===== src/rtl/nv_cmd_pkg.sv =====
package nv_cmd_pkg;
  localparam int unsigned SEQ_PREFIX = 5;
  localparam int unsigned STEP_W = $clog2(SEQ_PREFIX + 1);

  typedef enum logic [1:0] {
    CMD_IDLE   = 2'd0,
    CMD_STORE  = 2'd1,
    CMD_RECALL = 2'd2
  } nv_cmd_e;
endpackage


===== src/rtl/nv_cmd_sync.sv =====
module nv_cmd_sync #(
  parameter int unsigned W = 3
) (
  input  logic         clk,
  input  logic         rst_n,
  input  logic [W-1:0] d,
  output logic [W-1:0] q
);
  for (genvar i = 0; i < W; i++) begin : g_bit
    logic meta, stable;
    always_ff @(posedge clk or negedge rst_n) begin
      if (!rst_n) begin
        meta   <= 1'b1;
        stable <= 1'b1;
      end else begin
        meta   <= d[i];
        stable <= meta;
      end
    end
    assign q[i] = stable;
  end
endmodule


===== src/rtl/nv_cmd_access.sv =====
module nv_cmd_access (
  input  logic clk,
  input  logic rst_n,
  input  logic ce_s,
  input  logic oe_s,
  input  logic we_s,
  output logic rd_done,
  output logic wr_start
);
  logic sel, wr_act;
  logic sel_q, wr_q, we_q;

  assign sel    = ~ce_s & ~oe_s;
  assign wr_act = ~ce_s & ~we_s;

  always_ff @(posedge clk or negedge rst_n) begin
    if (!rst_n) begin
      sel_q <= 1'b0;
      wr_q  <= 1'b0;
      we_q  <= 1'b1;
    end else begin
      sel_q <= sel;
      wr_q  <= wr_act;
      we_q  <= we_s;
    end
  end

  // read select ends with write enable inactive during the access
  assign rd_done  = sel_q & ~sel & we_q;
  assign wr_start = wr_act & ~wr_q;
endmodule


===== src/rtl/nv_cmd_matcher.sv =====
module nv_cmd_matcher import nv_cmd_pkg::*; #(
  parameter int unsigned ADDR_W = 19,
  parameter logic [SEQ_PREFIX-1:0][ADDR_W-1:0] SEQ_ADDR = '0,
  parameter logic [ADDR_W-1:0] STORE_ADDR  = '0,
  parameter logic [ADDR_W-1:0] RECALL_ADDR = '0
) (
  input  logic              clk,
  input  logic              rst_n,
  input  logic              rd_done,
  input  logic              wr_start,
  input  logic              busy,
  input  logic [ADDR_W-1:0] addr,
  output nv_cmd_e           fire
);
  localparam logic [STEP_W-1:0] LAST = STEP_W'(SEQ_PREFIX);

  logic [STEP_W-1:0] step, step_nx;
  logic              hit_first;

  assign hit_first = (addr == SEQ_ADDR[0]);

  always_comb begin
    step_nx = step;
    fire    = CMD_IDLE;
    if (wr_start) begin
      step_nx = '0;
    end else if (rd_done) begin
      if (busy) begin
        step_nx = '0;
      end else if (step == LAST) begin
        if (addr == STORE_ADDR) begin
          fire    = CMD_STORE;
          step_nx = '0;
        end else if (addr == RECALL_ADDR) begin
          fire    = CMD_RECALL;
          step_nx = '0;
        end else begin
          step_nx = hit_first ? STEP_W'(1) : '0;
        end
      end else if (addr == SEQ_ADDR[step]) begin
        step_nx = step + STEP_W'(1);
      end else begin
        step_nx = hit_first ? STEP_W'(1) : '0;
      end
    end
  end

  always_ff @(posedge clk or negedge rst_n) begin
    if (!rst_n) step <= '0;
    else        step <= step_nx;
  end
endmodule


===== src/rtl/nv_cmd_busy_timer.sv =====
module nv_cmd_busy_timer import nv_cmd_pkg::*; #(
  parameter int unsigned STORE_CYC  = 1250000,
  parameter int unsigned RECALL_CYC = 5000
) (
  input  logic    clk,
  input  logic    rst_n,
  input  nv_cmd_e start,
  output logic    busy
);
  localparam int unsigned MAX_CYC = (STORE_CYC > RECALL_CYC) ? STORE_CYC : RECALL_CYC;
  localparam int unsigned CNT_W   = $clog2(MAX_CYC + 1);

  logic [CNT_W-1:0] remain;

  always_ff @(posedge clk or negedge rst_n) begin
    if (!rst_n) begin
      busy   <= 1'b0;
      remain <= '0;
    end else if (start == CMD_STORE) begin
      busy   <= 1'b1;
      remain <= CNT_W'(STORE_CYC - 1);
    end else if (start == CMD_RECALL) begin
      busy   <= 1'b1;
      remain <= CNT_W'(RECALL_CYC - 1);
    end else if (busy) begin
      if (remain == '0) busy <= 1'b0;
      else              remain <= remain - CNT_W'(1);
    end
  end
endmodule


===== src/rtl/nv_cmd_seq_det.sv =====
module nv_cmd_seq_det import nv_cmd_pkg::*; #(
  parameter int unsigned ADDR_W = 19,
  parameter logic [SEQ_PREFIX-1:0][ADDR_W-1:0] SEQ_ADDR =
    {19'h0F5C9, 19'h6A082, 19'h13D7E, 19'h5B3C4, 19'h24A1B},
  parameter logic [ADDR_W-1:0] STORE_ADDR  = 19'h7E1F0,
  parameter logic [ADDR_W-1:0] RECALL_ADDR = 19'h30E6D,
  parameter int unsigned STORE_CYC  = 1250000,
  parameter int unsigned RECALL_CYC = 5000
) (
  input  logic              clk,
  input  logic              rst_n,
  input  logic              mem_ce_n,
  input  logic              mem_oe_n,
  input  logic              mem_we_n,
  input  logic [ADDR_W-1:0] mem_addr,
  output logic              store_req,
  output logic              recall_req,
  output logic              busy
);
  logic [2:0]        strb_s;
  logic [ADDR_W-1:0] addr_d1, addr_d2;
  logic              rd_done, wr_start;
  nv_cmd_e           fire;

  nv_cmd_sync #(.W(3)) u_sync (
    .clk(clk), .rst_n(rst_n),
    .d({mem_we_n, mem_oe_n, mem_ce_n}),
    .q(strb_s)
  );

  // address delayed to line up with the synchronized strobes
  always_ff @(posedge clk or negedge rst_n) begin
    if (!rst_n) begin
      addr_d1 <= '0;
      addr_d2 <= '0;
    end else begin
      addr_d1 <= mem_addr;
      addr_d2 <= addr_d1;
    end
  end

  nv_cmd_access u_access (
    .clk(clk), .rst_n(rst_n),
    .ce_s(strb_s[0]), .oe_s(strb_s[1]), .we_s(strb_s[2]),
    .rd_done(rd_done), .wr_start(wr_start)
  );

  nv_cmd_matcher #(
    .ADDR_W(ADDR_W), .SEQ_ADDR(SEQ_ADDR),
    .STORE_ADDR(STORE_ADDR), .RECALL_ADDR(RECALL_ADDR)
  ) u_matcher (
    .clk(clk), .rst_n(rst_n),
    .rd_done(rd_done), .wr_start(wr_start), .busy(busy),
    .addr(addr_d2), .fire(fire)
  );

  nv_cmd_busy_timer #(.STORE_CYC(STORE_CYC), .RECALL_CYC(RECALL_CYC)) u_timer (
    .clk(clk), .rst_n(rst_n), .start(fire), .busy(busy)
  );

  always_ff @(posedge clk or negedge rst_n) begin
    if (!rst_n) begin
      store_req  <= 1'b0;
      recall_req <= 1'b0;
    end else begin
      store_req  <= (fire == CMD_STORE);
      recall_req <= (fire == CMD_RECALL);
    end
  end
endmodule


===== config.mk =====
export PLATFORM = sky130hd
export DESIGN_NAME = nv_cmd_seq_det
export DESIGN_NICKNAME = d
export VERILOG_FILES = /design/src/rtl/nv_cmd_pkg.sv /design/src/rtl/nv_cmd_sync.sv /design/src/rtl/nv_cmd_access.sv /design/src/rtl/nv_cmd_matcher.sv /design/src/rtl/nv_cmd_busy_timer.sv /design/src/rtl/nv_cmd_seq_det.sv
export SDC_FILE = /design/constraint.sdc
export NUM_CORES = 1
export LEC_CHECK = 0
export BUFFER_PORTS_ARGS = -buffer_cell sky130_fd_sc_hd__buf_4
export CORE_AREA = 2 2 96 98
export DETAILED_ROUTE_END_ITERATION = 16
export DIE_AREA = 0 0 98 100
export HOLD_SLACK_MARGIN = 0.03
export SLEW_MARGIN = 25
export SYNTH_ARGS = -nofsm -noshare
export SYNTH_HDL_FRONTEND = slang
export SYNTH_HIERARCHICAL = 1
export SYNTH_SLANG_ARGS = --single-unit

===== constraint.sdc =====
create_clock -name clk -period 7.3 [get_ports clk]
set_clock_uncertainty 0.1 [all_clocks]
set_input_delay 0.73 -clock clk [delete_from_list [all_inputs] [get_ports clk]]
set_output_delay 0.73 -clock clk [all_outputs]
set_load 0.005 [all_outputs]

**Word level (Yosys, flattened, before mapping)**

Memory sizes are Yosys's and may differ from the RTL's.
Cells that the tools add are included.

- Register bits: 74
- ROM bits: 152
- Output and inout bits: 3
- Logic and storage cells: 65
- Memories: 1

Memory list:

| name | words | width | rd ports | clocked after memory_dff | wr ports | RTL line | text |
|---|---|---|---|---|---|---|---|
| (name not given) | 8 | 19 | 1 | 0 | 0 | nv_cmd_matcher.sv:40 | `end else if (addr == SEQ_ADDR[step]) begin` |

- $add $sub $neg: 2
- Order comparisons: 1
- Equal/unequal tests: 8
- Multiplexer cells: 23
- Bitwise logic cells: 10
- Reduce and logical (&&, ||, !) cells: 4

Operator list:

| operator | count |
|---|---|
| 2-to-1 mux 21 bit | 4 |
| == test 19 x 18 -> 1 bit, second input constant | 2 |
| logical NOT 21 bit | 1 |
| 2-to-1 mux 3 bit | 7 |
| subtractor 21 x 1 -> 21 bit, second input constant | 1 |
| == test 19 bit | 1 |
| == test 19 bit, second input constant | 1 |
| 2-to-1 mux 19 bit | 1 |
| 2-to-1 mux 2 bit | 6 |
| bitwise AND 1 bit | 5 |
| 2-to-1 mux 1 bit | 5 |
| inverter 1 bit | 5 |
| less-than comparator 3 x 4 -> 1 bit, second input constant | 1 |
| adder 3 x 1 -> 3 bit, second input constant | 1 |
| == test 3 bit, second input constant | 1 |
| != test 3 bit, second input constant | 1 |
| nonzero test 3 bit | 1 |
| == test 2 x 1 -> 1 bit, second input constant | 1 |
| == test 2 bit, second input constant | 1 |
| AND reduction 2 bit | 1 |
| nonzero test 2 bit | 1 |

**Depth between registers and ports, before layout**

Gate-level depths: netlist of the first run.

- Word-level depth: 10
- Gate-level depth with buffers: 14

**Modules after synthesis**

The synthesis of the first run kept the hierarchy.

Modules (own cells, without submodules):

| module | instances | cells an instance | area each (µm²) | seq. area each (µm²) |
|---|---|---|---|---|
| nv_cmd_busy_timer | 1 | 151 | 1366.3 | 550.5 |
| nv_cmd_seq_det | 1 | 42 | 1016.0 | 1001.0 |
| nv_cmd_matcher | 1 | 102 | 739.5 | 75.1 |
| nv_cmd_sync | 1 | 9 | 180.2 | 157.7 |
| nv_cmd_access | 1 | 7 | 98.8 | 76.3 |

**Worst setup path after synthesis of the first run**

OpenSTA, ideal clock, no wires.

- Path type: register to register
- From: register u_sync.g_bit[0].stable
- To: register u_timer.remain[11]
- Data arrival time: 2.849 ns
- Data required time: 7.072 ns
- Setup slack: 4.223 ns
- Stages on the path, launching flop included: 12
- Period minus slack after synthesis: 3.077 ns
- Cells stage by stage: dfstp_2 -> buf_4 -> o211a_1 -> nor3b_1 -> nand3_1 -> nor3_1 -> ha_1 -> nor3_1 -> or4_1 -> a311oi_1 -> xnor2_1 -> nor2_1

- Longest elaborated chain between the ends: 10
- Elaborated cells on any way between the ends: 16
- Classes of those cells: eq/ne (3); mux (4); bitwise (7); reduce/logical (2)

RTL lines:

| element | RTL line | text |
|---|---|---|
| from (decl) | nv_cmd_sync.sv:10 | `logic meta, stable;` |
| from (signal assigned) | nv_cmd_sync.sv:17 | `stable <= meta;` |
| inverter 1 bit * | nv_cmd_access.sv:13 | `assign sel = ~ce_s & ~oe_s;` |
| bitwise AND 1 bit * | nv_cmd_access.sv:13 |  |
| inverter 1 bit * | nv_cmd_access.sv:29 | `assign rd_done = sel_q & ~sel & we_q;` |
| bitwise AND 1 bit * (2 in a row) | nv_cmd_access.sv:29 |  |
| net rd_done | nv_cmd_seq_det.sv:22 | `logic rd_done, wr_start;` |
| 2-to-1 mux 2 bit * | nv_cmd_matcher.sv:27 | `end else if (rd_done) begin` |
| 2-to-1 mux 2 bit * | nv_cmd_matcher.sv:25 | `if (wr_start) begin` |
| net fire[1] | nv_cmd_seq_det.sv:23 | `nv_cmd_e fire;` |
| == test 2 x 1 -> 1 bit or == test 2 bit (tied branches) | nv_cmd_busy_timer.sv:19, nv_cmd_busy_timer.sv:22 |  |
| != test 3 bit (no line), or another cell as far along | n/a |  |
| AND reduction 2 bit (no line) or 2-to-1 mux 21 bit (tied branches) | n/a |  |
| to (signal assigned) | nv_cmd_busy_timer.sv:21 | `remain <= CNT_W'(STORE_CYC - 1);` |
| to (signal assigned) | nv_cmd_busy_timer.sv:24 | `remain <= CNT_W'(RECALL_CYC - 1);` |
| to (signal assigned) | nv_cmd_busy_timer.sv:27 | `else remain <= remain - CNT_W'(1);` |
| to (decl) | nv_cmd_busy_timer.sv:13 | `logic [CNT_W-1:0] remain;` |

Mark *: on every way through the listed nets, which the timed path passes. The rest lies on a longest branch.
A chain may end at the register's enable or synchronous reset.

**Worst setup path in the final report of the first run**

Same ends and word-level chain as after synthesis.

==> results of run 1 <==
[worst register-to-register path: stages (launching register included)]
cell and delay (ns):
dfstp_2 0.56, o211a_1 0.17, nor3b_1 0.47, nand3_1 0.19, nor3_1 0.41, ha_1 0.49, nor3_1 0.16, or4_1 0.57
a311oi_1 0.32, xnor2_1 0.15, nor2_1 0.06
[power by group through the flow]
stage	logic [mW]	clock network, mW	registers (mW)
after floorplan	0.00985	0	0.438
after global placement	0.0271	0	0.442
after detailed placement	0.0275	0	0.442
after CTS	0.0276	0.325	0.434
after global routing	0.0322	0.345	0.436
final	0.0284	0.313	0.434
[logic make-up after synthesis]
| family | count (synthesis) | share of synthesized area |
|---|---|---|
| mux | 3 | 0.009198 |
| buf+inv | 21 | 0.03495 |
| compound gates | 68 | 0.1325 |
| xor+xnor | 4 | 0.01030 |
| fa+ha+maj | 10 | 0.03679 |
| flops | 74 | 0.5471 |
| simple gates | 131 | 0.2292 |
[cell type report]
type	instances	area (um2)
flip-flops and latches	74	1861
clock buffers	10	127.6
clock inverters	6	67.56
well taps	111	138.9
multi-input cells	216	1428
fillers	855	5007
inverters	10	37.54
repair buffers	27	222.7
[cell usage in the layout, fill, tap and decap left out, types with 9 or more instances in the layout]
master	synthesis	routed
a21oi_1	16	16
inv_1	10	10
nor2_1	28	28
ha_1	10	10
o21ai_1	10	10
clkbuf_8	0	9
nor3_1	12	12
dfrtp_1	67	67
nand2_1	23	23
buf_4	5	26
o21ai_0	12	12
[per-layer routing]
metal	up-vias	track usage
li1	1199	-
met1	1250	0.2015
met2	62	0.2482
met3	7	0.03691
met4	0	0.06624
met5	-	0
[registers in the layout, indices dropped and copies added (netlist names)]
name and flops:
u_access/sel_q 1, u_sync/g_bit.stable 3, addr_d1 19, u_timer/busy 1, recall_req 1, u_access/wr_q 1, u_matcher/step 3, addr_d2 19
u_timer/remain 21, u_sync/g_bit.meta 3, store_req 1, u_access/we_q 1
[stage by stage]
step	instance area [um2]	hold slack, ns	util	power, mW	setup slack [ns]
after floorplan	3401	0.2312	-	0.4480	4.223
after global placement	3654	0.2324	0.4110	0.4690	3.607
after detailed placement	3660	0.2347	0.4117	0.4696	3.562
after CTS	3855	0.2414	0.4336	0.7868	3.529
after global routing	3882	0.1658	0.4367	0.8133	3.224
final	3882	0.1657	0.4367	0.7750	3.532
[final timing paths]
kind                                              to  slack, ns  depth (start not counted)
worst max-delay path              u_timer/remain[11]       3.53                         10
worst min-delay path                      addr_d1[5]       0.17                          1
worst max register to register    u_timer/remain[11]       3.53                         10
worst min register to register            addr_d2[8]       0.24                          0
max in group asynchronous       u_sync/g_bit[2].meta       6.34                          2
min in group clk                          addr_d2[8]       0.24                          0
[Yosys cell counts (6+ instances only)]
cell / instances
nand3_1: 7
nor2_1: 28
or3_1: 8
dfrtp_1: 67
a21oi_1: 16
nor3_1: 12
o21ai_1: 10
or4_1: 6
o21ai_0: 12
ha_1: 10
dfstp_2: 7
nand4_1: 7
nand2_1: 23
inv_1: 10
==> summary.txt, run 1 <==
Route
  – DR vias/cell: roughly 5.5
  – Antenna-violating nets left: 0
  – DRT Pass-1 Iters: 4
  – Vias: about 2500
  – DR WL/cell: ~16 um
  – Post-Route M1 WL: around 3200 um
  – Highest metal used: met4
  – First DRT Iteration DRCs: between 150 and 200
  – Routed wl met3: approximately 320 um
  – # DRC: 0
  – Final wirelength: around 7100 um
  – DR WL met2: about 3500 um

Placed design
  – HPWL Detailed: ~4800 um
  – Post-placement cell count: between 400 and 500
  – Routability Congestion: about 0.8
  – I/O Buffers: 26

STA
  – Final hold vios: 0
  – Worst-margin pin slew: around 0.76 ns
  – Max-slew violation count: 0
  – Unrepaired setup endpoints after global routing: false
  – Final setup viols: 0
  – Fmax: about 270 MHz
  – Slew headroom: 0.4896
  – Setup TNS: 0 ns
  – Crit share post-route: 0.5161
  – Final min period: ~3.8 ns

GRT
  – Grt total ovfl: 0
  – Total GRT Usage: 0.1546
  – Largest net degree at the start of global routing: 75
  – Initial antenna violation count: 0
  – Vias in the first global route: ~2400
  – Global-route wire length before repair: around 12000 um

Floorplanning
  – Boundary Pins: 27
  – Die W: between 90 and 100 um
  – Core area: between 8000 and 9000 um2
  – Rows: 35
  – Die ar.: approximately 9800 um2
  – Die Ht: around 100 um
  – Initial core utilization: 0.3825

Clocking
  – Num Clock Sinks: 74
  – Clk_lat worst skew: approximately 0.35 ns
  – CTS root buf: clkbuf_8
  – Post-CTS Setup Bufs: 0
  – Cts repair resizes: 0
  – CTS max path bufs: 2
  – CTS tree: yes
  – Clock transition at path regs: around 0.080 ns
  – CTS Buf Count: 9
  – H-tree Lvls: 3
  – Hold-fix buffer count after cts: 0

Synthesis
  – Post-synth top area share: 0.4930
  – Ys async rst share: 1.000
  – Post-Syn Area: 3401 um2
  – Mean area per synthesized cell: about 11 um2
  – Dominant cell type by area after synthesis: dfrtp_1
  – Number of flops mapped to enable cells by yosys: 0
  – Warnings from Yosys: 6
  – Ys flop type: dfrtp_1
  – Synth area leaders: dfrtp_1 (49%), dfstp_2 (5.4%), ha_1 (3.7%), nor2_1 (3.1%), nand2_1 (2.5%)
  – Yosys reg bits: 74
  – Seq/Total Area, Yosys: 0.5471
  – Synth Net Count: between 300 and 400
  – Post-Synthesis Cells: roughly 310
  – Synth unique cells: 62

Setup path
  – Buffers and inverters on the worst path: 0
  – Delay-heaviest family, CP: simple AND/OR/NAND/NOR gates
  – Worst Path Required: about 7.4 ns
  – Worst R2R Start: u_sync/g_bit[0].stable
  – Critical Path Most Common Cell: nor3_1
  – Crit Path Category: flip-flop to flip-flop
  – Critical Path Sink Type: flip-flop
  – Max incr delay on CP: between 0.5 and 0.6 ns
  – Max FO, Critical Path: 12
  – Crit path launch type: flip-flop
  – CP cell instances: o211a_1, nor3b_1, nand3_1, nor3_1, ha_1, nor3_1, or4_1, a311oi_1, xnor2_1, nor2_1
  – Arr. time, crit path: roughly 3.9 ns
  – Slowest CP cell: or4_1
  – Worst Setup SP: u_sync/g_bit[0].stable

Run status
  – Status: finished, final reports clean

Power
  – Sw Ratio: 0.2290
  – Power per cell area: about 200 nW/um2
  – Comb pwr share: 0.037
  – Internal Power: between 500 and 600 uW
  – Leak: ~1.7 nW
  – Flop pwr share: 0.560
  – Sw Pwr: 177.5 uW
  – VDD IR max: between 0.09 and 0.1 mV
  – Clock power share: 0.404

Flow run
  – Max Cap Viol: 0

Finish
  – Synthesis-to-finish area growth: 14.16%
  – Ant. Diodes: 0
  – Nets: 372
  – Final cell count without fillers: approximately 450
  – Fraction of layout cells with a size suffix above 1: 0.1924

Worst hold path
  – Hold WC Path Type: input port to async pin
Note: power is estimated with default switching activity, not from simulation.
==> inputs of run 2 (changes only) <==
==> constraint.sdc (replaced) <==
create_clock -name clk -period 3.3 [get_ports clk]
set_clock_uncertainty 0.1 [all_clocks]
set_input_delay 0.33 -clock clk [delete_from_list [all_inputs] [get_ports clk]]
set_output_delay 0.33 -clock clk [all_outputs]
set_load 0.005 [all_outputs]
==> run 2 against run 1 <==
Non-clock buffer count up 33. Combinational power grew to 2.9 times the previous value. Final cell count grew 7.3%. Worst hold slack improved by 0.081 ns. Critical path depth stayed put. Count of clock-buffer cells in the layout shrank 1. Utilization rose by 3.2 points. Wire length rose by 3.0%. First-iteration DRC count shrank 24%. Sequential power grew 120%. Setup slack worse by 3.4 ns. Sequential share of layout area shrank 3.3 points. Critical path type unchanged. Critical endpoint is now u_timer/remain[0].
==> summary.txt, run 2 (synthesized netlist as in run 1, its figures left out) <==
Run status
  – Status: finished, final reports clean

Setup path
  – Slowest CP cell: or4b_1
  – Max incr delay on CP: around 0.53 ns
  – Arr. time, crit path: roughly 3.3 ns
  – Max FO, Critical Path: 19
  – CP cell instances: or4b_1, or4_1, nor2_1, inv_1, ha_1, nor3_1, a31o_2, buf_4, nor3_1, a21oi_1
  – Worst Path Required: around 3.5 ns
  – Delay-heaviest family, CP: simple AND/OR/NAND/NOR gates
  – R2r setup slk: between 0.1 and 0.15 ns
  – Crit Path Category: flip-flop to flip-flop
  – Critical Path Sink Type: flip-flop
  – Critical Path Most Common Cell: nor3_1
  – Buffers and inverters on the worst path: 2
  – Crit path launch type: flip-flop

Clocking
  – Clock transition at path regs: around 0.08 ns
  – Clk_lat worst skew: between 0.3 and 0.4 ns
  – CTS max path bufs: 2
  – CTS Buf Count: 9
  – Num Clock Sinks: 74
  – H-tree Lvls: 3
  – CTS root buf: clkbuf_8
  – CTS tree: yes

Floorplanning
  – Initial core utilization: 0.3825
  – Die ar.: around 10000 um2
  – Die Ht: around 100 um
  – Core area: between 8000 and 9000 um2
  – Boundary Pins: 27
  – Die W: ~98 um
  – Rows: 35

GRT
  – Global-route wire length before repair: 12150 um
  – Total GRT Usage: 0.1582
  – Grt total ovfl: 0
  – Vias in the first global route: 2511
  – Initial antenna violation count: 0
  – Largest net degree at the start of global routing: 75

Route
  – Final wirelength: ~7300 um
  – # DRC: 0
  – DR vias/cell: between 5 and 6
  – DRT Pass-1 Iters: 5
  – First DRT Iteration DRCs: around 120
  – DR WL/cell: between 10 and 15 um
  – Antenna-violating nets left: 0
  – Vias: between 2000 and 3000

Power
  – VDD IR max: between 0.15 and 0.2 mV
  – Flop pwr share: 0.556
  – Clock power share: 0.396
  – Leak: between 1.5 and 2 nW
  – Comb pwr share: 0.048
  – Sw Pwr: roughly 390 uW
  – Total power draw: 1.728 mW
  – Internal Power: between 1 and 1.5 mW
  – Sw Ratio: 0.2283
  – Power per cell area: 414.6 nW/um2

STA
  – Final min period: 3.175 ns
  – Final hold vios: 0
  – WHS: ~0.25 ns
  – Setup TNS: 0 ns
  – Crit share post-route: 0.9622
  – Unrepaired setup endpoints after global routing: true
  – Max-slew violation count: 0
  – Final setup viols: 0
  – Slew headroom: 0.5211
  – Fmax: about 310 MHz
  – Worst-margin pin slew: between 0.7 and 0.8 ns

Finish
  – Fraction of layout cells with a size suffix above 1: 0.2048
  – Largest register FFs: 21
  – Core Util, Final: 0.4690
  – Final cell count without fillers: between 400 and 500
  – Most frequent cells in the layout: dfrtp_1 (67), buf_4 (36), nor2_1 (28), dlygate4sd3_1 (23), nand2_1 (23)
  – Commonest non-fill, non-tap cell in the layout: dfrtp_1
  – Most flop-heavy register: u_timer/remain
  – Largest regs: u_timer/remain (21), addr_d1 (19), addr_d2 (19)
  – Nets: 405
  – Synthesis-to-finish area growth: 22.59%
  – Ant. Diodes: 0

Placed design
  – I/O Buffers: 26
  – HPWL Detailed: ~4900 um
  – Routability Congestion: 0.8380
  – Post-placement cell count: about 450

Worst hold path
  – Hold WC Path Type: flip-flop to flip-flop

Flow run
  – Max Cap Viol: 0
==> run 2: cell types whose count changed in the layout (fill, tap and decap cells not counted), sizes merged <==
cell,before,now
dlygate4sd3,0,23
buf,27,37
clkinv,3,5
clkbuf,10,9
clkinvlp,2,1
==> run 2: cell type report <==
cell class | count | area [um2]
flip-flops and latches | 74 | 1861
inverters | 10 | 37.54
clock inverters | 7 | 70.07
multi-input cells | 216 | 1426
repair buffers | 60 | 511.7
clock buffers | 9 | 123.9
fillers | 806 | 4721
well taps | 111 | 138.9
==> run 2: worst register-to-register path: cells and delay by family (launching register included) <==
family	cells	cell delay, ns
compound gates	2	0.50
buf+inv	2	0.28
fa+ha+maj	1	0.21
simple gates	5	1.58
flops	1	0.42
==> run 2: worst paths after layout <==
kind	start	to	cells after the start
worst max-delay path	addr_d2[9]	u_timer/remain[0]	10
worst min-delay path	addr_d1[12]	addr_d2[12]	0
worst max register to register	addr_d2[9]	u_timer/remain[0]	10
worst min register to register	addr_d1[12]	addr_d2[12]	0
max in group asynchronous	rst_n	addr_d1[7]	2
min in group asynchronous	rst_n	addr_d2[5]	2
==> run 2: metrics by stage <==
step,cell area [um2],setup WS [ns]
floorplan,3401,0.2228
global placement,3736,0.2243
finish,4169,0.1247
CTS,4150,0.1063
global route,4169,-0.03987
detailed placement,3736,0.1272
==> run 2: power by group through the flow <==
stage          Clock [mW]  Sequential (mW)  Combinational, mW
2_1_floorplan           0            0.969             0.0218
3_3_place_gp            0            0.978             0.0609
3_5_place_dp            0            0.979             0.0612
4_1_cts             0.717            0.961             0.0819
5_1_grt             0.761            0.965             0.0924
6_report            0.685            0.961             0.0822
==> run 2: timing repair <==
action | in CTS | in global routing
endpoints found under the hold margin | 22 | 67
hold buffers | 22 | 1
resized for setup | 0 | 1
setup endpoints to repair | 0 | 5
buffers inserted | 0 | 0
==> run 2: layer usage <==
metal  share of wire  global-route usage  up-vias
li1                -                   -     1263
met1            0.48              0.2097     1243
met2            0.48              0.2508       43
met3           0.031             0.04596        7
met5               0                   0        -
met4           0.011             0.05449        0
==> inputs of run 3 (changes only) <==
==> constraint.sdc (replaced) <==
create_clock -name clk -period 4.1 [get_ports clk]
set_clock_uncertainty 0.1 [all_clocks]
set_input_delay 0.41 -clock clk [delete_from_list [all_inputs] [get_ports clk]]
set_output_delay 0.41 -clock clk [all_outputs]
set_load 0.005 [all_outputs]
==> run 3 against run 2 <==
Count of clock-buffer cells in the layout grew 1. Critical path depth stayed put. Register-to-register slack improved by 0.30 ns. Die area did not move. Sequential cell count unchanged. Critical path type unchanged. Critical endpoint is now u_timer/remain[11]. Largest power group unchanged.
==> summary.txt, run 3 (synthesized netlist as in run 1, its figures left out) <==
Finish
  – Nets: 376
  – Ant. Diodes: 0
  – Fraction of layout cells with a size suffix above 1: 0.2017
  – Core Util, Final: 0.4472
  – Largest regs: u_timer/remain (21), addr_d1 (19), addr_d2 (19)
  – Most flop-heavy register: u_timer/remain
  – Most frequent cells in the layout: dfrtp_1 (67), buf_4 (29), nor2_1 (28), nand2_1 (23), a21oi_1 (16)
  – Synthesis-to-finish area growth: 16.89%
  – Largest register FFs: 21
  – Commonest non-fill, non-tap cell in the layout: dfrtp_1

GRT
  – Largest net degree at the start of global routing: between 70 and 80
  – Grt total ovfl: 0
  – Total GRT Usage: 0.1561
  – Vias in the first global route: roughly 2400
  – Global-route wire length before repair: 12120 um
  – Initial antenna violation count: 0

Clocking
  – Clock transition at path regs: about 0.08 ns
  – Num Clock Sinks: between 70 and 80
  – Clk_lat worst skew: 0.35 ns
  – CTS root buf: clkbuf_8
  – CTS max path bufs: 2
  – CTS Buf Count: 9
  – Post-CTS Setup Bufs: 0
  – CTS tree: yes
  – H-tree Lvls: 3

Power
  – Leak: around 1.8 nW
  – Power per cell area: 397.3 nW/um2
  – VDD IR max: 0.1474 mV

Floorplanning
  – Die Ht: roughly 100 um
  – Boundary Pins: 27
  – Initial core utilization: 0.3825
  – Rows: 35
  – Core area: ~8900 um2
  – Die W: approximately 98 um
  – Die ar.: 9800 um2

Setup path
  – Worst Path Required: approximately 4.2 ns
  – Crit path launch type: flip-flop
  – Crit Path Category: flip-flop to flip-flop
  – RR Endpoint: u_timer/remain[11]
  – Critical Path Sink Type: flip-flop
  – Worst R2R Start: u_sync/g_bit[0].stable
  – Arr. time, crit path: roughly 3.8 ns
  – R2r setup slk: around 0.42 ns
  – Max FO, Critical Path: 12
  – Cells on worst reg2reg path: 10

STA
  – Crit share post-route: 0.8964
  – Slew headroom: 0.4404
  – Fmax: between 200 and 300 MHz
  – Final min period: 3.675 ns
  – Max-slew violation count: 0
  – Final hold vios: 0
  – Worst-margin pin slew: roughly 0.83 ns
  – WHS: around 0.062 ns
  – Final setup viols: 0
  – Setup TNS: 0 ns
  – Final worst setup slack: 0.4249 ns
  – Unrepaired setup endpoints after global routing: false

Route
  – Final wirelength: slightly below 7000 um
  – Antenna-violating nets left: 0
  – DR WL/cell: 15.10 um
  – DRT Pass-1 Iters: 4
  – Vias: 2458
  – # DRC: 0
  – First DRT Iteration DRCs: roughly 190
  – DR vias/cell: around 5.4

Worst hold path
  – Hold path start: mem_addr[11]
  – Hold WC Path Type: input port to flip-flop
  – Hold Crit Endpoint: addr_d1[11]
  – Worst Hold Depth: 1

Placed design
  – HPWL Detailed: 4794 um
  – I/O Buffers: 26
  – Routability Congestion: roughly 0.83
  – Pre-CTS setup slack: about 0.37 ns

Run status
  – Status: finished, final reports clean

Flow run
  – Max Cap Viol: 0
-- run 3: cell count changes in the layout (fill, tap and decap cells not counted), moves of 3 or more --
cell and delta:
bufinv_16 +3, clkinv_2 -3, dlygate4sd3_1 -22, buf_4 -7
-- run 3: report_power, final --
group          internal [mW]  switching [mW]
sequential             0.756          0.0173
clock                  0.484           0.274
combinational         0.0242          0.0241
total                   1.26           0.315
-- run 3: timing repair --
item                                    in CTS  in global routing
resized for setup                            0                  1
hold buffers                                 0                  1
endpoints found under the hold margin        0                  6
endpoints found under the setup margin       0                  1
-- run 3: routing by layer --
| metal | track usage | share of wire |
|---|---|---|
| met5 | 0 | 0 |
| met4 | 0.06410 | 0.017 |
| met3 | 0.03760 | 0.041 |
| met2 | 0.2408 | 0.48 |
| met1 | 0.2131 | 0.47 |
-- run 3: area by class of cell --
class | count | area [um2]
flip-flops and latches | 74 | 1861
repair buffers | 31 | 239.0
well taps | 111 | 138.9
inverters | 10 | 37.54
clock inverters | 6 | 137.6
clock buffers | 10 | 137.6
fillers | 832 | 4915
multi-input cells | 216 | 1424
-- run 3: worst max-delay path by stage --
stage	slack, ns	from	to	depth (start not counted)
floorplan	1.02	u_sync/g_bit[0].stable	u_timer/remain[11]	11
global placement	0.58	u_sync/g_bit[0].stable	u_timer/remain[11]	10
detailed placement	0.37	u_sync/g_bit[0].stable	u_timer/remain[11]	10
CTS	0.35	u_sync/g_bit[0].stable	u_timer/remain[11]	10
global route	0.12	u_sync/g_bit[0].stable	u_timer/remain[11]	10
finish	0.42	u_sync/g_bit[0].stable	u_timer/remain[11]	10
-- run 3: per-stage QoR --
| stage | instances | power (mW) | area, um2 |
|---|---|---|---|
| 2_1_floorplan | 311 | 0.7977 | 3401 |
| 3_3_place_gp | 441 | 0.8348 | 3684 |
| 3_5_place_dp | 441 | 0.8364 | 3684 |
| 4_1_cts | 457 | 1.599 | 3959 |
| 5_1_grt | 458 | 1.646 | 3975 |
| 6_report | 458 | 1.579 | 3975 |
-- run 3: worst max-delay path, stage by stage, from the launching register on --
cell	delay, ns
dfstp_2	0.56
o211a_1	0.17
nor3b_1	0.47
nand3_1	0.19
nor3_1	0.45
ha_2	0.43
nor3_1	0.12
or4_1	0.53
a311oi_1	0.33
xnor2_1	0.16
nor2_1	0.05
